==> config.mk <==
export PLATFORM = sky130hd
export DESIGN_NAME = fis_filter
export DESIGN_NICKNAME = d
export VERILOG_FILES = /design/src/rtl/fis_filter_pkg.sv /design/src/rtl/fis_cfg_regs.sv /design/src/rtl/fis_classifier.sv /design/src/rtl/fis_reply_ctrl.sv /design/src/rtl/fis_filter.sv
export SDC_FILE = /design/constraint.sdc
export NUM_CORES = 1
export LEC_CHECK = 0
export ABC_AREA = 1
export BUFFER_PORTS_ARGS = -buffer_cell sky130_fd_sc_hd__buf_2
export CORE_MARGIN = 2
export CORE_UTILIZATION = 55
export DETAILED_ROUTE_END_ITERATION = 8
export PLACE_DENSITY = 0.8
export SKIP_CTS_REPAIR_TIMING = 1
export SLEW_MARGIN = 0
export SYNTH_ARGS = -nofsm -noshare
export SYNTH_HDL_FRONTEND = slang
export SYNTH_HIERARCHICAL = 1
export SYNTH_SLANG_ARGS = --single-unit
==> constraint.sdc <==
create_clock -name clk_i -period 3.7 [get_ports clk_i]
set_input_delay 0.37 -clock clk_i [delete_from_list [all_inputs] [get_ports clk_i]]
set_output_delay 0.37 -clock clk_i [all_outputs]
set_load 0.01 [all_outputs]
==> src/rtl/fis_filter_pkg.sv <==
package fis_filter_pkg;
  localparam int NUM_SLOTS = 15;
  localparam int IDX_W     = 4;
  localparam int POL_W     = 2;
  localparam int DW_W      = 32;

  localparam logic [7:0] BIST_CODE    = 8'h58;
  localparam logic [7:0] BIST_FAR_RET = 8'h0A;

  typedef enum logic [1:0] {
    DEC_ACCEPT = 2'd0,
    DEC_REJECT = 2'd1,
    DEC_HOLD   = 2'd2
  } dec_e;

  function automatic logic [IDX_W-1:0] type_to_slot(input logic [7:0] code);
    logic [IDX_W-1:0] s;
    case (code)
      8'h27:   s = 4'd0;
      8'h34:   s = 4'd1;
      8'h39:   s = 4'd2;
      8'h41:   s = 4'd3;
      8'h46:   s = 4'd4;
      8'h58:   s = 4'd5;
      8'h5F:   s = 4'd6;
      8'hA1:   s = 4'd7;
      8'hA6:   s = 4'd8;
      8'hB8:   s = 4'd9;
      8'hBF:   s = 4'd10;
      8'hC7:   s = 4'd11;
      8'hD4:   s = 4'd12;
      8'hD9:   s = 4'd13;
      default: s = 4'd14;
    endcase
    return s;
  endfunction

  function automatic logic [POL_W-1:0] slot_default(input int slot);
    case (slot)
      1, 2, 4, 5, 6, 7: return 2'b00;
      default:          return 2'b01;
    endcase
  endfunction
endpackage

==> src/rtl/fis_cfg_regs.sv <==
module fis_cfg_regs
  import fis_filter_pkg::*;
#(
  parameter int N  = NUM_SLOTS,
  parameter int IW = IDX_W,
  parameter int PW = POL_W
) (
  input  logic            clk_i,
  input  logic            rst_ni,
  input  logic            we_i,
  input  logic [IW-1:0]   idx_i,
  input  logic [PW-1:0]   val_i,
  output logic [N*PW-1:0] cfg_o
);
  logic [PW-1:0] slot_q [N];

  for (genvar g = 0; g < N; g++) begin : g_slot
    always_ff @(posedge clk_i or negedge rst_ni) begin
      if (!rst_ni)                                 slot_q[g] <= slot_default(g);
      else if (we_i && (int'(idx_i) == g))         slot_q[g] <= val_i;
    end
    assign cfg_o[g*PW +: PW] = slot_q[g];

    AST_CFG_WRITE: assert property (@(posedge clk_i) disable iff (!rst_ni)
      (we_i && int'(idx_i) == g) |=> (slot_q[g] == $past(val_i)));
    AST_CFG_HOLD: assert property (@(posedge clk_i) disable iff (!rst_ni)
      !(we_i && int'(idx_i) == g) |=> $stable(slot_q[g]));
  end
endmodule

==> src/rtl/fis_classifier.sv <==
module fis_classifier
  import fis_filter_pkg::*;
#(
  parameter int N  = NUM_SLOTS,
  parameter int PW = POL_W,
  parameter int DW = DW_W
) (
  input  logic [DW-1:0]   dw0_i,
  input  logic [N*PW-1:0] cfg_i,
  output dec_e            dec_o
);
  logic [IDX_W-1:0] slot;
  logic [PW-1:0]    pol;
  logic             is_bist, bist_ok;

  assign slot    = type_to_slot(dw0_i[7:0]);
  assign pol     = cfg_i[int'(slot)*PW +: PW];
  assign is_bist = (dw0_i[7:0] == BIST_CODE);
  assign bist_ok = (dw0_i[23:16] == BIST_FAR_RET);

  always_comb begin
    if (pol == 2'b01)           dec_o = DEC_REJECT;
    else if (is_bist && !bist_ok) dec_o = DEC_REJECT;
    else if (pol[1])            dec_o = DEC_HOLD;
    else                        dec_o = DEC_ACCEPT;
  end
endmodule

==> src/rtl/fis_reply_ctrl.sv <==
module fis_reply_ctrl
  import fis_filter_pkg::*;
(
  input  logic clk_i,
  input  logic rst_ni,
  input  logic valid_i,
  input  logic sof_i,
  input  logic eof_i,
  input  logic err_i,
  input  dec_e dec_i,
  input  logic ilk_ack_i,
  output logic reply_ok_o,
  output logic reply_err_o,
  output logic keep_o,
  output logic drop_o,
  output logic notify_o,
  output logic interlock_o
);
  logic in_frame_q, err_q, ok_q, bad_q, ilk_q;
  dec_e dec_q;
  logic start, fin, eff_err, good;
  dec_e eff_dec;

  assign start   = valid_i && sof_i;
  assign fin     = valid_i && eof_i && (in_frame_q || start);
  assign eff_dec = start ? dec_i : dec_q;
  assign eff_err = err_i || (!start && err_q);
  assign good    = (eff_dec != DEC_REJECT) && !eff_err;

  always_ff @(posedge clk_i or negedge rst_ni) begin
    if (!rst_ni) begin
      in_frame_q <= 1'b0;
      dec_q      <= DEC_REJECT;
      err_q      <= 1'b0;
    end else begin
      if (start) begin
        dec_q <= dec_i;
        err_q <= err_i;
      end else if (in_frame_q && valid_i) begin
        err_q <= err_q || err_i;
      end
      if (fin)        in_frame_q <= 1'b0;
      else if (start) in_frame_q <= 1'b1;
    end
  end

  always_ff @(posedge clk_i or negedge rst_ni) begin
    if (!rst_ni) begin
      ok_q  <= 1'b0;
      bad_q <= 1'b0;
      ilk_q <= 1'b0;
    end else begin
      ok_q  <= fin && good;
      bad_q <= fin && !good;
      if (fin && good && eff_dec == DEC_HOLD) ilk_q <= 1'b1;
      else if (ilk_ack_i)                     ilk_q <= 1'b0;
    end
  end

  assign reply_ok_o  = ok_q;
  assign reply_err_o = bad_q;
  assign keep_o      = ok_q;
  assign drop_o      = bad_q;
  assign notify_o    = ok_q;
  assign interlock_o = ilk_q;

  AST_ONE_REPLY: assert property (@(posedge clk_i) disable iff (!rst_ni)
    $onehot0({ok_q, bad_q}));
  AST_REJECT_ERR: assert property (@(posedge clk_i) disable iff (!rst_ni)
    (fin && !start && dec_q == DEC_REJECT) |=> bad_q);
  AST_ERR_BAD: assert property (@(posedge clk_i) disable iff (!rst_ni)
    (fin && err_i) |=> (bad_q && !ok_q));
  AST_ILK_SRC: assert property (@(posedge clk_i) disable iff (!rst_ni)
    $rose(ilk_q) |-> ok_q);
  AST_NO_STRAY: assert property (@(posedge clk_i) disable iff (!rst_ni)
    (!in_frame_q && !sof_i) |=> (!ok_q && !bad_q));
endmodule

==> src/rtl/fis_filter.sv <==
module fis_filter
  import fis_filter_pkg::*;
(
  input  logic              clk_i,
  input  logic              rst_ni,
  input  logic              rx_valid_i,
  input  logic              rx_sof_i,
  input  logic              rx_eof_i,
  input  logic              rx_err_i,
  input  logic [DW_W-1:0]   rx_data_i,
  input  logic              cfg_we_i,
  input  logic [IDX_W-1:0]  cfg_idx_i,
  input  logic [POL_W-1:0]  cfg_val_i,
  input  logic              ilk_ack_i,
  output logic              reply_ok_o,
  output logic              reply_err_o,
  output logic              buf_keep_o,
  output logic              buf_drop_o,
  output logic              host_notify_o,
  output logic              interlock_o
);
  logic [NUM_SLOTS*POL_W-1:0] cfg;
  dec_e                       dec;

  fis_cfg_regs #(.N(NUM_SLOTS), .IW(IDX_W), .PW(POL_W)) u_cfg (
    .clk_i (clk_i), .rst_ni (rst_ni),
    .we_i (cfg_we_i), .idx_i (cfg_idx_i), .val_i (cfg_val_i),
    .cfg_o (cfg)
  );

  fis_classifier #(.N(NUM_SLOTS), .PW(POL_W), .DW(DW_W)) u_cls (
    .dw0_i (rx_data_i), .cfg_i (cfg), .dec_o (dec)
  );

  fis_reply_ctrl u_ctl (
    .clk_i (clk_i), .rst_ni (rst_ni),
    .valid_i (rx_valid_i), .sof_i (rx_sof_i), .eof_i (rx_eof_i), .err_i (rx_err_i),
    .dec_i (dec), .ilk_ack_i (ilk_ack_i),
    .reply_ok_o (reply_ok_o), .reply_err_o (reply_err_o),
    .keep_o (buf_keep_o), .drop_o (buf_drop_o),
    .notify_o (host_notify_o), .interlock_o (interlock_o)
  );

  AST_NOTIFY_GOOD: assert property (@(posedge clk_i) disable iff (!rst_ni)
    host_notify_o |-> (reply_ok_o && buf_keep_o && !buf_drop_o));
endmodule

==> results of run 1 <==
worst max path at each step:
| stage | from | cells after the start | endpoint |
|---|---|---|---|
| after global routing | rx_data_i[2] | 22 | u_ctl/keep_o$_DFF_PN0_ |
| final | rx_data_i[2] | 22 | u_ctl/keep_o$_DFF_PN0_ |
| after global placement | rx_data_i[2] | 22 | u_ctl/keep_o$_DFF_PN0_ |
| after detailed placement | rx_data_i[2] | 22 | u_ctl/keep_o$_DFF_PN0_ |
| after CTS | rx_data_i[2] | 22 | u_ctl/keep_o$_DFF_PN0_ |
| after floorplan | rx_data_i[1] | 20 | u_ctl/keep_o$_DFF_PN0_ |
power groups by stage:
| stage | Clock [mW] | Combinational, mW | Sequential [mW] |
|---|---|---|---|
| 2_1_floorplan | 0 | 0.198 | 0.537 |
| 3_3_place_gp | 0 | 0.258 | 0.546 |
| 3_5_place_dp | 0 | 0.266 | 0.550 |
| 4_1_cts | 0.285 | 0.268 | 0.543 |
| 5_1_grt | 0.304 | 0.309 | 0.553 |
| 6_report | 0.277 | 0.267 | 0.543 |
cell type report:
class / instances / area (um^2) / area share (%)
tap: 52 / 65.1 / 2.32
sequential: 37 / 938 / 33.5
clock buffer: 7 / 76.3 / 2.72
clock inverter: 1 / 8.76 / 0.313
timing repair buffer: 35 / 175 / 6.25
multi-input combinational: 302 / 1400 / 49.9
inverter: 36 / 139 / 4.96
critical path, delay by kind of cell:
kind | cells | cell delay [ns]
simple gates | 17 | 1.66
compound gates | 1 | 0.17
buf+inv | 4 | 0.28
cell families after synthesis:
group,after synthesis,share of synthesized area (%)
DFF,37,36.8
and+or+nand+nor,289,50.5
buffers and inverters,47,8.43
AOI/OAI and AO/OA,13,4.31
state kept, by name, indices dropped and copies added (netlist names):
name and cells:
u_cfg/cfg_o 30, u_ctl/dec_q 2, u_ctl/drop_o 1, u_ctl/err_q 1, u_ctl/in_frame_q 1, u_ctl/interlock_o 1
u_ctl/keep_o 1
cell usage in the layout, fill, tap and decap left out, types with 2 or more instances in the layout:
cell type,synthesis,routed
nand4_1,9,9
nor2_1,33,33
dfstp_2,10,10
inv_1,26,26
nand2_2,18,18
nand2_4,3,3
o21bai_1,5,5
dfrtp_1,27,27
clkbuf_8,0,5
a21oi_2,4,4
buf_2,1,35
clkbuf_1,2,2
nor2_2,6,6
nand3_1,40,40
nor2_4,3,3
nand2_1,173,173
inv_2,8,8
metal layers:
layer / up-vias / track usage (%) / wire (um)
met3: 8 / 4.31 / 273
met4: 0 / 7.55 / 66
met5: - / 0 / 0
met2: 68 / 40.0 / 2710
li1: 1261 / - / -
met1: 1090 / 29.9 / 2520
==> out/qor.txt, run 1 <==
Layout Nets - 463
Die ar. - 5200 um^2
Layout Utilization - 63.5%
final hold violations - 0
post-route ant nets - 0
Antenna diodes - 0
antenna violations before repair - 0
Design Area, Final - 2800 um^2
Critical Path End Type - flop
Worst Max-Slew Pin Slew - 0.844 ns
Syn Inst Count - 386
CP most frequent cell - nand2_1
Post-synth top flop - dfrtp_1
setup violators final - 0
Net Switching - 0.349 mW
most frequent cells after synthesis - nand2_1, nand3_1, nor2_1
worst path required time - 3.89 ns
Worst-Skew Late Latency - 0.29 ns
Worst VDD drop - 0.276 mV
status - finished, final reports clean
clk_skew - 0.0109 ns
die width - 72.1 um
number of flops mapped to enable cells by yosys - 0
Initial Util - 57.8%
drt drc - 0
Static Leak - 1.54 nW
Tot Pwr - 1.09 mW
most frequent cell after synthesis - nand2_1
core area - 4410 um^2
Clock Pin Slew Worst Setup and Hold Paths - 0.08 ns
#FFs+latches synth - 37
Detail Placement HPWL - 4.12 mm
DP Worst Slack - 1.12 ns
synth unique cells - 28
worst r2r path cells - 13
Max-Cap Viols - 0
part of the cycle the worst path needs - 62.1%
gr ovfl total - 0
share of layout cells above drive strength 1 - 23.7%
Setup Crit Path Kind - in2reg
crit-path cells - buf_2, inv_2, nand2_1, nor2_1, nand2_2, nand2_1, nor2_4, nand2_4, nand2_1, nand2_1, nand3_1, nand3_1, nand3_1, nand2_1, inv_2, nand2_2, nand2_2, clkinv_2, o21ai_2, nand2_2, nand2_1, nor2_1
dpl cell area - 2720 um^2
Die Y - 72.1 um
vias in the first global route - 2273
share of power burned in registers - 49.9%
Critical R2R Capture - u_ctl/keep_o$_DFF_PN0_
Internal - 0.738 mW
Iteration-0 DRC Markers - 105
syn nets - 432
Max Slew Vio Count - 0
crit path DAT - 2.48 ns
Power Density - 388 nW/um^2
Syn Area/Cell - 6.61 um^2
Fillers - 422
Buffers on Ports - 35
I/O Pins - 52
CTS sink cnt - 37
Clock Tree Buf Depth - 2
drt via density - 5.16
reg2reg start - u_cfg/cfg_o[20]$_DFFE_PN1P_
unrepaired setup endpoints after global routing - no
sequential fraction of the synthesis area - 36.8%
Cell Rows - 24
CTS tree - done
TritonCTS buffer count - 5
Async SR Flop Fraction - 100%
startpoint class of the critical path - primary input
DRT Wirelength - 5.56 mm
Comb pwr share - 24.6%
dominant cell type by area after synthesis - dfrtp_1
root buffer selected by CTS - clkbuf_8
Detailed Routing Iterations Pass 1 - 4
Sw Share - 32.1%
HP Class - in2async
CP max FO - 16
max_slew headroom - 43.8%
area share of the largest cell type after synthesis - 26.5%
Non-Filler Instances - 470
TNS Setup - 0 ns
CTS HTree Levels - 2
max incr delay on CP - 0.34 ns
vias - 2427
largest net degree at the start of global routing - 38
PnR worst setup slack - 1.40 ns
crit path max-delay cell type - nor2_4
area grow syn2layout - 9.76%
Clock Power Share - 25.5%
FF-to-FF setup slack - 2.07 ns
cell area after synthesis - 2550 um^2
Final GP Congestion - 0.875
dpl cells - 462
Tmin final - 2.30 ns
Hold WS - 0.186 ns
number of synthesis warnings - 6
Max Fclk - 436 MHz
Routed wire per std cell - 11.8 um
first-pass GRT wire length - 9.55 mm
Synth area leaders - dfrtp_1, nand2_1, dfstp_2
gr usage total - 23.4%
Power figures use the tool's default switching activity.
==> run 2, diff against run 1 <==
--- a/config.mk
+++ b/config.mk
@@ -8,9 +8,9 @@
 export ABC_AREA = 1
 export BUFFER_PORTS_ARGS = -buffer_cell sky130_fd_sc_hd__buf_2
 export CORE_MARGIN = 2
-export CORE_UTILIZATION = 55
+export CORE_UTILIZATION = 50
 export DETAILED_ROUTE_END_ITERATION = 8
-export PLACE_DENSITY = 0.8
+export PLACE_DENSITY = 0.77
 export SKIP_CTS_REPAIR_TIMING = 1
 export SLEW_MARGIN = 0
 export SYNTH_ARGS = -nofsm -noshare
==> constraint.sdc (replaced) <==
create_clock -name clk_i -period 2 [get_ports clk_i]
set_input_delay 0.2 -clock clk_i [delete_from_list [all_inputs] [get_ports clk_i]]
set_output_delay 0.2 -clock clk_i [all_outputs]
set_load 0.01 [all_outputs]
==> out/qor.txt, run 2 (synthesis results as in run 1) <==
status - complete, but fails checks
violated checks - negative hold slack
TritonCTS buffer count - 5
gr usage total - 21.7%
Layout Nets - 479
Fillers - 504
Critical R2R Capture - u_ctl/keep_o$_DFF_PN0_
largest net degree at the start of global routing - 38
Detail Placement HPWL - 4.34 mm
core area - 5010 um^2
Crit. Startpoint - rx_data_i[7]
vias - 2536
Worst-Skew Late Latency - 0.28 ns
Critical Path End Type - flop
commonest non-fill, non-tap cell in the layout - nand2_1
vias in the first global route - 2253
Routed wire per std cell - 12.1 um
I/O Pins - 52
post-route ant nets - 0
max_slew headroom - 46.2%
Setup Crit Path Kind - in2reg
Die ar. - 5690 um^2
startpoint class of the critical path - primary input
Max-Cap Viols - 0
Buffers on Ports - 35
DP Worst Slack - -0.192 ns
Clock Pin Slew Worst Setup and Hold Paths - 0.07 ns
Cell Rows - 26
area grow syn2layout - 21.3%
Iteration-0 DRC Markers - 118
CTS sink cnt - 37
Antenna diodes - 0
Worst Setup EP - u_ctl/keep_o$_DFF_PN0_
die width - 75.5 um
part of the cycle the worst path needs - 95.5%
antenna violations before repair - 0
Max Fclk - 523 MHz
drt via density - 5.03
DRT Wirelength - 6.10 mm
area of the multi-input gates - 1510 um^2
Initial Util - 50.9%
FF-to-FF setup slack - 0.46 ns
Final GP Congestion - 0.874
register area - 938 um^2
worst path required time - 2.18 ns
Worst Max-Slew Pin Slew - 0.808 ns
most frequent cells in the layout - nand2_1, nand3_1, buf_2
worst r2r path cells - 13
Tot Pwr - 2.19 mW
gr ovfl total - 0
CP max FO - 5
HP Class - in2async
CTS HTree Levels - 2
PnR worst setup slack - 0.0892 ns
Worst VDD drop - 0.497 mV
CTS tree - done
reg2reg start - u_cfg/cfg_o[6]$_DFFE_PN1P_
Die Y - 75.5 um
final hold violations - 1
Hold WS - -0.000243 ns
Max Slew Vio Count - 0
first-pass GRT wire length - 9.58 mm
clk_skew - 0.00947 ns
share of layout cells above drive strength 1 - 33.2%
Clock Tree Buf Depth - 2
Power Density - 709 nW/um^2
crit path DAT - 2.09 ns
max reg flops - 30
root buffer selected by CTS - clkbuf_8
Static Leak - 1.65 nW
Detailed Routing Iterations Pass 1 - 4
Tmin final - 1.91 ns
drt drc - 0
setup violators final - 0
## run 2: cell count changes in the layout (fill, tap and decap cells not counted), moves of 3 or more
cell | before | now
nand2_4 | 3 | 6
nand2_1 | 173 | 163
inv_1 | 26 | 23
nand2_2 | 18 | 25
nor2_2 | 6 | 15
buf_4 | 0 | 17
nor2_1 | 33 | 23
nand3_2 | 1 | 6
nand3_1 | 40 | 35
buf_2 | 35 | 31
## run 2: report_power, final
part           internal [mW]  switching, mW
sequential             0.922         0.0803
combinational          0.225          0.331
clock                  0.374          0.262
total                   1.52          0.673
## run 2: final cells by class
type,instances,share of cell area [%]
multi-input combinational,303,48.8
sequential,37,30.3
timing repair buffer,50,9.86
inverter,36,4.61
tap,70,2.83
clock buffer,6,2.34
clock inverter,2,1.25
## run 2: layer usage
| layer | part of all wire [%] | up-vias | GRT usage [%] |
|---|---|---|---|
| met3 | 4.2 | 12 | 3.84 |
| met2 | 50 | 70 | 38.0 |
| met4 | 1.6 | 0 | 7.21 |
| met5 | 0 | - | 0 |
| li1 | - | 1294 | - |
| met1 | 44 | 1160 | 27.1 |
## run 2: worst min path at each step
| stage | start | to | cells after the start |
|---|---|---|---|
| floorplan | rst_ni | u_cfg/cfg_o[10]$_DFFE_PN0P_ | 0 |
| global placement | rst_ni | u_ctl/keep_o$_DFF_PN0_ | 1 |
| detailed placement | rst_ni | u_ctl/interlock_o$_DFFE_PN0P_ | 1 |
| CTS | rst_ni | u_ctl/interlock_o$_DFFE_PN0P_ | 1 |
| global route | rst_ni | u_ctl/keep_o$_DFF_PN0_ | 1 |
| finish | rst_ni | u_ctl/interlock_o$_DFFE_PN0P_ | 1 |
## run 2: critical path: stages
cell     delay, ns
buf_4         0.10
inv_2         0.05
nand2_2       0.10
nor2_2        0.05
nand2_1       0.06
nand2_2       0.06
buf_4         0.14
nor3_4        0.30
o21ai_4       0.14
nand2_1       0.11
nand3_2       0.10
nand3_2       0.09
nand2_1       0.06
inv_2         0.07
nand2_2       0.05
nand2_2       0.07
inv_4         0.04
o21ai_4       0.12
nand2_2       0.08
nand2_1       0.06
nor2_1        0.04
## run 2: through the flow
step,utilization (%),TNS (ns),hold slack (ns),instances,instance area [um^2]
5_1_grt,61.8,-0.172,0.0585,504,3100
2_1_floorplan,-,0,-0.0956,386,2550
4_1_cts,59.0,0,0.0188,502,2960
3_5_place_dp,56.8,-0.559,0.330,494,2840
3_3_place_gp,56.8,-0.314,0.328,494,2840
6_report,61.8,0,-0.000243,504,3100
==> run 3, diff against run 2 <==
--- a/config.mk
+++ b/config.mk
@@ -10,8 +10,8 @@
 export CORE_MARGIN = 2
 export CORE_UTILIZATION = 50
 export DETAILED_ROUTE_END_ITERATION = 8
+export GPL_TIMING_DRIVEN = 0
 export PLACE_DENSITY = 0.77
-export SKIP_CTS_REPAIR_TIMING = 1
 export SLEW_MARGIN = 0
 export SYNTH_ARGS = -nofsm -noshare
 export SYNTH_HDL_FRONTEND = slang
==> out/qor.txt, run 3 (synthesis results as in run 1) <==
status - complete, but fails checks
violated checks - negative hold slack
Internal - 1.39 mW
Worst-Skew Late Latency - 0.29 ns
Tmin final - 1.90 ns
dpl cells - 490
Antenna diodes - 0
antenna violations before repair - 0
Fillers - 455
gr usage total - 22.2%
Hold WS - -0.0159 ns
Cell Rows - 26
first-pass GRT wire length - 9.62 mm
Clock Tree Buf Depth - 2
Die Y - 75.5 um
uppermost layer routed - met4
Design Area, Final - 3220 um^2
Layout Nets - 485
root buffer selected by CTS - clkbuf_8
worst r2r path cells - 13
HP Class - in2async
post-route ant nets - 0
Max Fclk - 527 MHz
dpl cell area - 2810 um^2
Final GP Congestion - 0.904
Critical R2R Capture - u_ctl/keep_o$_DFF_PN0_
share of layout cells above drive strength 1 - 34.8%
Iteration-0 DRC Markers - 162
die width - 75.5 um
Max Slew Vio Count - 0
Die ar. - 5690 um^2
Critical Path End Type - flop
area grow syn2layout - 26.1%
Initial Util - 50.9%
Setup Crit Path Kind - in2reg
Static Leak - 1.71 nW
crit path DAT - 2.09 ns
vias in the first global route - 2305
Layout Utilization - 64.2%
Buffers on Ports - 34
CTS sink cnt - 37
I/O Pins - 52
final hold violations - 7
startpoint class of the critical path - primary input
Net Switching - 0.693 mW
Routed wire per std cell - 12.4 um
largest net degree at the start of global routing - 38
CTS HTree Levels - 2
Non-Filler Instances - 510
Sw Share - 33.2%
PnR worst setup slack - 0.102 ns
vias - 2659
Power Density - 649 nW/um^2
drt drc - 0
worst path required time - 2.19 ns
Max-Cap Viols - 0
Clock Pin Slew Worst Setup and Hold Paths - 0.08 ns
Clock Power Share - 24.4%
clk_skew - 0.00880 ns
DRT Wirelength - 6.35 mm
Worst Max-Slew Pin Slew - 0.822 ns
max reg flops - 30
DP Worst Slack - -0.236 ns
setup violators final - 0
TritonCTS buffer count - 5
Worst VDD drop - 0.529 mV
CP max FO - 6
Comb pwr share - 27.0%
Detailed Routing Iterations Pass 1 - 5
most frequent cells in the layout - nand2_1, nand3_1, buf_2, dfrtp_1, nand2_2
M1 WL - 2.65 mm
core area - 5010 um^2
FF-to-FF setup slack - 0.44 ns
part of the cycle the worst path needs - 94.9%
commonest non-fill, non-tap cell in the layout - nand2_1
Met2 Routed Length - 3.17 mm
reg2reg start - u_cfg/cfg_o[28]$_DFFE_PN1P_
Detail Placement HPWL - 4.44 mm
gr ovfl total - 0
drt via density - 5.21
max_slew headroom - 45.2%
share of power burned in registers - 48.5%
CTS tree - done
met3 routed WL - 401 um
## run 3: cell types whose count changed in the layout (fill, tap and decap cells not counted), moves of 2 or more
cell and change:
nor2_2 -4, buf_4 +3, nor2_4 +5, nand2_4 +5, nand3_1 +2, nand2_1 -3, nand3_2 -2, nand2_2 -2
buf_6 +3, clkinv_2 +2, buf_2 -4
## run 3: worst max-delay path by stage
stage                 startpoint                     end  depth (start not counted)
floorplan           rx_data_i[1]  u_ctl/keep_o$_DFF_PN0_                         20
finish              rx_data_i[4]  u_ctl/keep_o$_DFF_PN0_                         23
detailed placement  rx_data_i[7]  u_ctl/keep_o$_DFF_PN0_                         22
global route        rx_data_i[4]  u_ctl/keep_o$_DFF_PN0_                         23
CTS                 rx_data_i[7]  u_ctl/keep_o$_DFF_PN0_                         22
global placement    rx_data_i[1]  u_ctl/keep_o$_DFF_PN0_                         22
## run 3: cell type report
type | instances | area [um^2] | share of cell area [%]
Clock buffer | 5 | 68.8 | 2.14
Multi-Input combinational cell | 303 | 1570 | 48.8
Timing Repair Buffer | 45 | 302 | 9.37
Inverter | 36 | 145 | 4.51
Buffer | 11 | 87.6 | 2.72
Tap cell | 70 | 87.6 | 2.72
Sequential cell | 37 | 938 | 29.2
Clock inverter | 3 | 17.5 | 0.544
## run 3: power by group through the flow
stage / clock network, mW / logic [mW] / registers, mW
floorplan: 0 / 0.366 / 0.993
global placement: 0 / 0.483 / 1.02
detailed placement: 0 / 0.495 / 1.02
CTS: 0.526 / 0.498 / 1.01
global route: 0.558 / 0.643 / 1.03
finish: 0.510 / 0.564 / 1.01
## run 3: metrics by stage
step | power [mW] | hold slack, ns | setup TNS (ns)
6_report | 2.09 | -0.0159 | 0
5_1_grt | 2.23 | 0.0671 | -0.0235
3_3_place_gp | 1.50 | 0.335 | -0.447
4_1_cts | 2.04 | 0.0176 | 0
2_1_floorplan | 1.36 | -0.0956 | 0
3_5_place_dp | 1.52 | 0.340 | -0.624
## run 3: layer usage
metal  track usage, %  vias up
met1             27.5     1230
met3             4.50       12
li1                 -     1312
met4             8.58        0
met2             38.3      105
met5                0        -
## run 3: worst max-delay path, stage by stage
cell and delay [ns]:
buf_4 0.11, inv_2 0.04, nand2_2 0.10, nor2_4 0.05, nand2_2 0.08, nand2_2 0.08
nor2_4 0.22, nand2_4 0.12, buf_6 0.15, nand2_1 0.05, nand2_1 0.05, nand3_1 0.07
nand3_1 0.09, nand3_1 0.09, nand2_1 0.06, inv_2 0.07, nand2_2 0.05, nand2_2 0.07
inv_4 0.04, o21ai_4 0.13, nand2_2 0.07, nand2_1 0.06, nor2_1 0.04
## run 3: repair_timing
action,CTS,global route
endpoints found under the setup margin,0,3
hold buffers,0,0
setup buffers,0,9
resized for setup,0,66
